**config.mk**
```make
export PLATFORM = sky130hd
export DESIGN_NAME = pgm_page_prog
export DESIGN_NICKNAME = d
export VERILOG_FILES = /design/src/rtl/pgm_pkg.sv /design/src/rtl/pgm_page_buf.sv /design/src/rtl/pgm_seq.sv /design/src/rtl/pgm_page_prog.sv
export SDC_FILE = /design/constraint.sdc
export NUM_CORES = 2
export LEC_CHECK = 0
export BUFFER_PORTS_ARGS = -buffer_cell sky130_fd_sc_hd__buf_4
export CELL_PAD_IN_SITES_DETAIL_PLACEMENT = 1
export CELL_PAD_IN_SITES_GLOBAL_PLACEMENT = 2
export CORE_ASPECT_RATIO = 0.9
export CORE_MARGIN = 5
export CORE_UTILIZATION = 45
export CTS_BUF_LIST = sky130_fd_sc_hd__clkbuf_4
export CTS_CLUSTER_DIAMETER = 50
export CTS_CLUSTER_SIZE = 25
export DETAILED_ROUTE_END_ITERATION = 6
export GPL_ROUTABILITY_DRIVEN = 0
export GPL_TIMING_DRIVEN = 0
export MAX_ROUTING_LAYER = met4
export PLACE_DENSITY = 0.84
export SLEW_MARGIN = 30
export SYNTH_ARGS = -nofsm -noshare
export SYNTH_HDL_FRONTEND = slang
export SYNTH_SLANG_ARGS = --single-unit
```
**constraint.sdc**
```tcl
create_clock -name clk -period 8.5 [get_ports clk]
set_input_delay 1.275 -clock clk [delete_from_list [all_inputs] [get_ports clk]]
set_output_delay 1.275 -clock clk [all_outputs]
set_load 0.05 [all_outputs]
```
**src/rtl/pgm_pkg.sv**
```systemverilog
package pgm_pkg;
   typedef enum logic [1:0] {
      PG_IDLE = 2'd0,
      PG_FILL = 2'd1,
      PG_RUN  = 2'd2
   } pg_state_e;
endpackage

```
**src/rtl/pgm_page_buf.sv**
```systemverilog
module pgm_page_buf #(
   parameter int PAGE_BYTES = 256,
   parameter int DATA_W     = 8,
   localparam int OFS_W     = $clog2(PAGE_BYTES),
   localparam int CNT_W     = OFS_W + 1
) (
   input  logic              clk,
   input  logic              rst_n,
   input  logic              clr,
   input  logic [OFS_W-1:0]  start_ofs,
   input  logic              wr_en,
   input  logic [DATA_W-1:0] wr_data,
   input  logic [OFS_W-1:0]  rd_ofs,
   output logic [DATA_W-1:0] rd_data,
   output logic              rd_vld,
   output logic [CNT_W-1:0]  fill_cnt
);
   logic [DATA_W-1:0]     mem_q [PAGE_BYTES];
   logic [PAGE_BYTES-1:0] vld_q;
   logic [OFS_W-1:0]      wofs_q;
   logic [CNT_W-1:0]      cnt_q;

   always_ff @(posedge clk or negedge rst_n) begin
      if (!rst_n) begin
         wofs_q <= '0;
         cnt_q  <= '0;
      end else if (clr) begin
         wofs_q <= start_ofs;
         cnt_q  <= '0;
      end else if (wr_en) begin
         wofs_q <= wofs_q + 1'b1;
         if (cnt_q != CNT_W'(PAGE_BYTES))
            cnt_q <= cnt_q + 1'b1;
      end
   end

   always_ff @(posedge clk) begin
      if (wr_en && !clr)
         mem_q[wofs_q] <= wr_data;
   end

   for (genvar g = 0; g < PAGE_BYTES; g++) begin : g_vld
      always_ff @(posedge clk or negedge rst_n) begin
         if (!rst_n)
            vld_q[g] <= 1'b0;
         else if (clr)
            vld_q[g] <= 1'b0;
         else if (wr_en && (wofs_q == OFS_W'(g)))
            vld_q[g] <= 1'b1;
      end
   end

   assign rd_data  = mem_q[rd_ofs];
   assign rd_vld   = vld_q[rd_ofs];
   assign fill_cnt = cnt_q;


   fill_mark_chk: assert property (@(posedge clk) disable iff (!rst_n)
      (wr_en && !clr) |=> vld_q[$past(wofs_q)]);
endmodule

```
**src/rtl/pgm_seq.sv**
```systemverilog
module pgm_seq
   import pgm_pkg::*;
#(
   parameter int OFS_W    = 8,
   parameter int PAGE_W   = 9,
   parameter int DATA_W   = 8,
   parameter int BYTE_CYC = 6000,
   localparam int CNT_W   = OFS_W + 1,
   localparam int ADDR_W  = PAGE_W + OFS_W,
   localparam int TMR_W   = $clog2(BYTE_CYC)
) (
   input  logic              clk,
   input  logic              rst_n,
   input  logic              cmd_start,
   input  logic [ADDR_W-1:0] start_addr,
   input  logic              wen_in,
   input  logic              cs_rise,
   input  logic              cs_aligned,
   input  logic              lock_hit,
   output logic [ADDR_W-1:0] lock_addr,
   input  logic [CNT_W-1:0]  fill_cnt,
   input  logic              buf_vld,
   input  logic [DATA_W-1:0] buf_data,
   output logic              buf_clr,
   output logic              fill_en,
   output logic [OFS_W-1:0]  rd_ofs,
   output logic              busy,
   output logic              arr_rd_en,
   output logic [ADDR_W-1:0] arr_addr,
   input  logic [DATA_W-1:0] arr_rd_data,
   output logic              arr_wr_en,
   output logic [DATA_W-1:0] arr_wr_data,
   output logic              wen_clr
);
   pg_state_e          st_q;
   logic [PAGE_W-1:0]  page_q;
   logic [OFS_W-1:0]   sofs_q;
   logic [CNT_W-1:0]   slot_q;
   logic [CNT_W-1:0]   n_q;
   logic [TMR_W-1:0]   tmr_q;
   logic [DATA_W-1:0]  old_q;
   logic [OFS_W-1:0]   walk_ofs;
   logic               slot_end;
   logic               last_slot;
   logic               go;

   assign walk_ofs  = sofs_q + slot_q[OFS_W-1:0];
   assign slot_end  = (st_q == PG_RUN) && (tmr_q == TMR_W'(BYTE_CYC - 1));
   assign last_slot = (slot_q == n_q - 1'b1);
   assign buf_clr   = (st_q == PG_IDLE) && cmd_start && wen_in;
   assign fill_en   = (st_q == PG_FILL);
   assign go        = (st_q == PG_FILL) && cs_rise && cs_aligned && wen_in
                      && !lock_hit && (fill_cnt != '0);

   always_ff @(posedge clk or negedge rst_n) begin
      if (!rst_n) begin
         st_q   <= PG_IDLE;
         page_q <= '0;
         sofs_q <= '0;
         slot_q <= '0;
         n_q    <= '0;
         tmr_q  <= '0;
         old_q  <= '0;
      end else begin
         unique case (st_q)
            PG_IDLE: begin
               if (buf_clr) begin
                  st_q   <= PG_FILL;
                  page_q <= start_addr[ADDR_W-1:OFS_W];
                  sofs_q <= start_addr[OFS_W-1:0];
               end
            end
            PG_FILL: begin
               if (go) begin
                  st_q   <= PG_RUN;
                  n_q    <= fill_cnt;
                  slot_q <= '0;
                  tmr_q  <= '0;
               end else if (cs_rise) begin
                  st_q <= PG_IDLE;
               end
            end
            PG_RUN: begin
               if (tmr_q == TMR_W'(1))
                  old_q <= arr_rd_data;
               if (slot_end) begin
                  tmr_q <= '0;
                  if (last_slot)
                     st_q <= PG_IDLE;
                  else
                     slot_q <= slot_q + 1'b1;
               end else begin
                  tmr_q <= tmr_q + 1'b1;
               end
            end
            default: st_q <= PG_IDLE;
         endcase
      end
   end

   assign busy        = (st_q == PG_RUN);
   assign rd_ofs      = walk_ofs;
   assign arr_addr    = {page_q, walk_ofs};
   assign arr_rd_en   = busy && (tmr_q == '0);
   assign arr_wr_en   = slot_end;
   assign arr_wr_data = old_q & buf_data;
   assign wen_clr     = slot_end && last_slot;
   assign lock_addr   = {page_q, {OFS_W{1'b0}}};


   run_start_chk: assert property (@(posedge clk) disable iff (!rst_n)
      $rose(busy) |-> $past(cs_rise && cs_aligned && !lock_hit));

   wen_clr_end_chk: assert property (@(posedge clk) disable iff (!rst_n)
      wen_clr |=> !busy);

   page_hold_chk: assert property (@(posedge clk) disable iff (!rst_n)
      (busy && $past(busy)) |-> $stable(arr_addr[ADDR_W-1:OFS_W]));

   wr_filled_chk: assert property (@(posedge clk) disable iff (!rst_n)
      arr_wr_en |-> buf_vld);

   rd_wr_excl_chk: assert property (@(posedge clk) disable iff (!rst_n)
      $onehot0({arr_rd_en, arr_wr_en}));
endmodule

```
**src/rtl/pgm_page_prog.sv**
```systemverilog
module pgm_page_prog #(
   parameter int PAGE_BYTES = 256,
   parameter int PAGE_CNT   = 512,
   parameter int DATA_W     = 8,
   parameter int BYTE_CYC   = 6000,
   localparam int OFS_W     = $clog2(PAGE_BYTES),
   localparam int PAGE_W    = $clog2(PAGE_CNT),
   localparam int ADDR_W    = OFS_W + PAGE_W,
   localparam int CNT_W     = OFS_W + 1
) (
   input  logic              clk,
   input  logic              rst_n,
   input  logic              cmd_start,
   input  logic [ADDR_W-1:0] start_addr,
   input  logic              byte_vld,
   input  logic [DATA_W-1:0] byte_data,
   input  logic              cs_rise,
   input  logic              cs_aligned,
   input  logic              wen_in,
   output logic [ADDR_W-1:0] lock_addr,
   input  logic              lock_hit,
   output logic              busy,
   output logic              arr_rd_en,
   output logic [ADDR_W-1:0] arr_addr,
   input  logic [DATA_W-1:0] arr_rd_data,
   output logic              arr_wr_en,
   output logic [DATA_W-1:0] arr_wr_data,
   output logic              wen_clr
);
   if ((1 << OFS_W) != PAGE_BYTES) begin : g_bad_page
      $error("PAGE_BYTES must be a power of two");
   end
   if ((1 << PAGE_W) != PAGE_CNT) begin : g_bad_cnt
      $error("PAGE_CNT must be a power of two");
   end
   if (BYTE_CYC < 3) begin : g_bad_cyc
      $error("BYTE_CYC must be at least 3");
   end

   logic              buf_clr;
   logic              fill_en;
   logic [OFS_W-1:0]  rd_ofs;
   logic [DATA_W-1:0] buf_data;
   logic              buf_vld;
   logic [CNT_W-1:0]  fill_cnt;

   pgm_page_buf #(
      .PAGE_BYTES (PAGE_BYTES),
      .DATA_W     (DATA_W)
   ) u_buf (
      .clk       (clk),
      .rst_n     (rst_n),
      .clr       (buf_clr),
      .start_ofs (start_addr[OFS_W-1:0]),
      .wr_en     (byte_vld && fill_en),
      .wr_data   (byte_data),
      .rd_ofs    (rd_ofs),
      .rd_data   (buf_data),
      .rd_vld    (buf_vld),
      .fill_cnt  (fill_cnt)
   );

   pgm_seq #(
      .OFS_W    (OFS_W),
      .PAGE_W   (PAGE_W),
      .DATA_W   (DATA_W),
      .BYTE_CYC (BYTE_CYC)
   ) u_seq (
      .clk         (clk),
      .rst_n       (rst_n),
      .cmd_start   (cmd_start),
      .start_addr  (start_addr),
      .wen_in      (wen_in),
      .cs_rise     (cs_rise),
      .cs_aligned  (cs_aligned),
      .lock_hit    (lock_hit),
      .lock_addr   (lock_addr),
      .fill_cnt    (fill_cnt),
      .buf_vld     (buf_vld),
      .buf_data    (buf_data),
      .buf_clr     (buf_clr),
      .fill_en     (fill_en),
      .rd_ofs      (rd_ofs),
      .busy        (busy),
      .arr_rd_en   (arr_rd_en),
      .arr_addr    (arr_addr),
      .arr_rd_data (arr_rd_data),
      .arr_wr_en   (arr_wr_en),
      .arr_wr_data (arr_wr_data),
      .wen_clr     (wen_clr)
   );


   idle_quiet_chk: assert property (@(posedge clk) disable iff (!rst_n)
      !busy |-> (!arr_wr_en && !arr_rd_en && !wen_clr));
endmodule

```
### After elaboration in Yosys (flattened, before gate mapping)

Memories as Yosys holds them, arrays and structs flattened.
Index checks and enable logic that the tools add are counted.

| word-level totals | value |
|---|---|
| bits in registers | 75 |
| memory bits (writable) | 2048 |
| input port bits | 41 |
| output and inout bits | 46 |
| logic and storage cells | 76 |
| memories kept | 1 |

| operators by class | value |
|---|---|
| add/subtract/negate cells | 6 |
| eq/ne operators | 12 |
| mux-type cells | 20 |
| bitwise logic cells | 1 |
| reductions and logical operators | 27 |

Memories:

| name | words | width | rd ports | clocked after Yosys merged registers in | write ports | line | source |
|---|---|---|---|---|---|---|---|
| u_buf.mem_q | 256 | 8 | 1 | 0 | 1 | pgm_page_buf.sv:18 | `logic [DATA_W-1:0] mem_q [PAGE_BYTES];` |

Operator list:

| operator | count |
|---|---|
| $mux W9 | 6 |
| $mux W13 | 2 |
| $pmux W13 S2 | 1 |
| $add A9 B1 Y9 const B | 2 |
| $pmux W9 S2 | 1 |
| $mux W8 | 2 |
| $add A13 B1 Y13 const B | 1 |
| $eq A13 B1 Y1 const B | 1 |
| $eq A13 B13 Y1 const B | 1 |
| $logic_not A13 Y1 | 1 |
| $logic_and A1 B1 Y1 | 12 |
| $mux W2 | 5 |
| $reduce_and A2 Y1 | 5 |
| $eq A9 B9 Y1 | 1 |
| $ne A9 B9 Y1 const B | 1 |
| $reduce_bool A9 Y1 | 1 |
| $sub A9 B1 Y9 const B | 1 |
| $add A8 B1 Y8 const B | 1 |
| $add A8 B8 Y8 | 1 |
| $and A8 B8 Y8 | 1 |
| $ne A2 B2 Y1 const B | 4 |
| $reduce_and A4 Y1 | 2 |
| $pmux W2 S3 | 1 |
| $reduce_bool A2 Y1 | 3 |
| 7 further kinds | 9 |

### Logic depth before layout (Yosys ltp)

| depth | value |
|---|---|
| word-level depth | 8 |
| mapped depth | 13 |
| depth with buffers taken out | 11 |

### Hierarchy

Synthesis repeated with hierarchy kept, for this count alone.

| second synthesis, totals | value |
|---|---|
| cell total of the unflattened synthesis | 5143 |
| area total of the unflattened synthesis | 95500.3 µm² |

Modules (own cells, without submodules):

| module | times used | cells an instance | area each (µm²) | sequential area each (µm²) |
|---|---|---|---|---|
| pgm_page_buf | 1 | 4778 | 92028.3 | 68330.5 |
| pgm_seq | 1 | 364 | 3465.8 | 1451.4 |
| pgm_page_prog | 1 | 1 | 6.3 | 0.0 |

### Worst setup path after synthesis

Ideal clock, no wire load.

| timing | value |
|---|---|
| kind | reg2out |
| start point | register u_seq.slot_q[0] |
| end point | output arr_wr_data[6] |
| data arrival time | 4029 ps |
| data required time | 7225 ps |
| path slack | 3196 ps |
| stages on the path, launching flop included | 14 |
| buffers on the path | 4 |
| cell sequence | dfrtp_1 ha_1 fa_1 buf_2 buf_2 clkbuf_1 buf_2 mux4_2 nand2_1 a311oi_1 a31oi_1 o22ai_1 a31oi_1 o22ai_1 |

| between the ends | value |
|---|---|
| longest elaborated chain between the ends | 3 |

RTL lines:

| what | line | source |
|---|---|---|
| start: declaration | pgm_seq.sv:38 | `logic [CNT_W-1:0] slot_q;` |
| start signal: assignment | pgm_seq.sv:91 | `slot_q <= slot_q + 1'b1;` |
| $add A8 B8 Y8 | pgm_seq.sv:47 | `assign walk_ofs = sofs_q + slot_q[OFS_W-1:0];` |
| named net arr_addr[1] | pgm_page_prog.sv:24 | `output logic [ADDR_W-1:0] arr_addr,` |
| $mem_v2 Z256 W8 | n/a |  |
| $and A8 B8 Y8 | pgm_seq.sv:106 | `assign arr_wr_data = old_q & buf_data;` |
| end: declaration | pgm_page_prog.sv:27 | `output logic [DATA_W-1:0] arr_wr_data,` |

The timed path passes the listed nets, and every way through them passes these cells.

### Worst setup path in the final report

| timing | value |
|---|---|
| start point | register u_seq.slot_q[0] |
| end point | output arr_wr_data[4] |

| between the ends | value |
|---|---|
| longest elaborated chain between the ends | 3 |

RTL lines:

| what | line |
|---|---|
| $add A8 B8 Y8 | pgm_seq.sv:47 |
| $mem_v2 Z256 W8 | n/a |
| $and A8 B8 Y8 | pgm_seq.sv:106 |

No other way between the ends.

==> impl_metrics.env <==
export IMPL_final_cell_area_um2=91900
export IMPL_async_reset_ff_share_pct=3.53
export IMPL_hold_path_end="u_seq.page_q[0]"
export IMPL_crit_family="compound AO/OA/AOI/OAI gates"
export IMPL_timing_critical_path_to_type="primary output"
export IMPL_nNetsFinal=4641
export IMPL_ant_nets=0
export IMPL_final_hold_violation_count=0
export IMPL_io_pins=87
export IMPL_grt_overflow=0
export IMPL_ys_warnings_count=0
export IMPL_dp_hpwl_um=174000
export IMPL_root_buffer="clkbuf_4"
export IMPL_syn_area_per_cell_um2=19.6
export IMPL_vias_per_cell=6.37
export IMPL_status="finished clean"
export IMPL_synth_edf_count=2048
export IMPL_fmax_mhz=119
export IMPL_finalCritPeriodShare_pct=98.9
export IMPL_criticalPathCategory="flip-flop to primary output"
export IMPL_clkSlewWorstSetupHoldPaths_ps=160
export IMPL_initial_utilization_pct=45.2
export IMPL_cts_sinks=2123
export IMPL_drt_wl_total_um=250000
export IMPL_yosysSeqAreaShare_pct=75.5
export IMPL_path_buf_inv=5
export IMPL_rr_worst_depth=7
export IMPL_min_from="start_addr[8]"
export IMPL_utilization_pct=49.5
export IMPL_cp_arrival_ps=7130
export IMPL_rsz0062_at_grt="false"
export IMPL_grt_first_pass_wirelength_um=353000
export IMPL_worst_pin_slew_ps=1130
export IMPL_cts_tree="built"
export IMPL_r2r_end="u_buf.mem_q[100][2]"
export IMPL_insertion_delay_ps=1380
export IMPL_grt_max_degree=126
export IMPL_core_area_um2=186000
export IMPL_dieWidth_um=465
export IMPL_drt_iter0_markers=6992
export IMPL_vias=45700
export IMPL_wl_per_cell_um=34.8
export IMPL_holdPathStages=3
export IMPL_firstDrtPassIters=6
export IMPL_drcViolationCount=0
export IMPL_antenna_found_initial=13
export IMPL_r2r_slack_ps=4220
export IMPL_clk_path_buf_depth=3
export IMPL_synthCells=4288
export IMPL_startpoint="u_seq.slot_q[0]"
export IMPL_hp_class="input port to flip-flop"
export IMPL_skew_ps=149
export IMPL_slowest_delay_ps=810
export IMPL_cts_buffers_inserted=167
export IMPL_h_tree_depth=4
export IMPL_setup_viol=0
export IMPL_area_growth_pct=9.53
export IMPL_max_slew_margin_pct=24.3
export IMPL_grt_pass1_vias=46400
export IMPL_final_layout_size_suffix_gt1_share_pct=25.4
export IMPL_period_needed_ps=8400
export IMPL_fin_tns_setup_ps=0
export IMPL_placed_area_um2=88800
export IMPL_rows=150
export IMPL_maxCapViolations=0
export IMPL_slowest_stage="a311oi_1"
export IMPL_cts_setup_buffers=0
export IMPL_dieArea_um2=195000
export IMPL_syn_area_um2=83900
export IMPL_startpoint_type="flip-flop"
export IMPL_grt_usage_pct=26.2
export IMPL_critPathRequiredTime_ps=7220
export IMPL_drv_slew=0
export IMPL_ys_ff_latch=2123
export IMPL_synthFlopType="edfxtp_1"
export IMPL_path_cells="ha_1 -> fa_1 -> xnor2_1 -> inv_1 -> buf_2 -> buf_2 -> clkbuf_1 -> nand2_1 -> a311oi_1 -> a31oi_1 -> o22ai_1 -> a21oi_1 -> o22ai_1 -> buf_4"
export IMPL_yosysUniqueCellTypes=67
export IMPL_path_max_fanout=10
export IMPL_dieHeight_um=420
export IMPL_worstReg2RegStart="u_seq.st_q[1]"
export IMPL_portBuffers=78
layout by cell type, fill, tap and decap left out, types with 15 or more instances in the layout:
master,instances
a2111oi_0,20
a21oi_1,39
a311o_1,15
a311oi_1,22
a31oi_1,26
and2_1,24
and3_1,27
buf_1,22
buf_16,33
buf_2,55
buf_4,132
clkbuf_1,101
clkbuf_2,25
clkbuf_4,180
clkinv_8,22
dfrtp_1,75
diode_2,19
edfxtp_1,2048
ha_1,18
inv_6,27
inv_8,21
mux2_2,52
mux4_2,530
nand2_1,423
nand3_1,132
nand4_1,23
nor2_1,281
o21ai_0,29
o22ai_1,30
xor2_1,19
repair_timing:
| item | in CTS | in global routing |
|---|---|---|
| pin swaps | 0 | 0 |
| hold buffers | 1 | 0 |
| gates resized for setup | 8 | 10 |
| hold endpoints to repair | 75 | 0 |
| endpoints found under the setup margin | 8 | 5 |
cell type report:
cell class	instances	area, um2
Antenna cell	19	47.5
Buffer	267	1360
Clock buffer	180	1350
Clock inverter	134	1680
Fill cell	16900	93700
Inverter	19	71.3
Multi-Input combinational cell	1885	19400
Sequential cell	2123	63400
Tap cell	2432	3040
Timing Repair Buffer	118	1630
through the flow:
step / cells / worst slack [ps] / hold slack, ps
after floorplan: 4295 / 3200 / 450
after global placement: 6805 / 479 / 479
after detailed placement: 6844 / 1220 / 485
after CTS: 7158 / 28.9 / 38.0
after global routing: 7177 / 13.4 / 95.0
final: 7177 / 95.1 / 195
kinds of logic (layout without fill, tap and decap cells):
kind of cell	count (synthesis)	count (layout)	synth area share [%]
compound gates	255	255	2.13
flops	2123	2123	75.5
other cells	1	27	0.00447
simple gates	972	972	4.94
mux	596	596	15.1
buf+inv	287	718	1.67
fa+ha+maj	19	19	0.292
xor+xnor	35	35	0.382
cells in the mapped netlist, drive strengths merged, types with 26 or more instances:
cell	instances	area (um2)
mux4	530	11900
nor2	293	1100
buf	142	855
o22ai	33	206
edfxtp	2048	61500
a311oi	37	324
a31oi	26	163
mux2	52	586
and2	30	188
nand3	137	686
and3	27	169
nand2	424	1590
a21oi	39	195
dfrtp	75	1880
clkbuf	126	473
o21ai	43	215
worst min-delay path, cell delays in order:
cell	delay, ps
buf_4	80
nand2_1	40
nand2_1	40
worst max path at each step:
| stage | slack, ps | depth (start not counted) | end |
|---|---|---|---|
| after floorplan | 3200 | 13 | arr_wr_data[6] |
| after global placement | 480 | 13 | arr_wr_data[7] |
| after detailed placement | 1220 | 14 | arr_wr_data[6] |
| after CTS | 30 | 13 | arr_wr_data[6] |
| after global routing | 10 | 13 | arr_wr_data[5] |
| final | 100 | 14 | arr_wr_data[4] |
registers in the layout (all words and copies together) (netlist names):
name            count
u_seq.sofs_q        8
u_buf.mem_q      2048
u_buf.wofs_q        8
u_seq.n_q           9
u_seq.tmr_q        13
u_seq.st_q          2
u_seq.page_q        9
u_buf.fill_cnt      9
u_seq.slot_q        9
u_seq.old_q         8
metal layers:
metal	vias to the layer above	part of all wire (%)	track usage (%)
li1	18000	-	-
met1	24300	37	34.3
met2	2910	46	38.9
met3	553	11	6.85
met4	0	5.3	12.0
met5	-	0	-
Power is left out: the tool's default activity adds up to more than one toggle a clock period on the data nets, which glitch-free logic cannot reach.
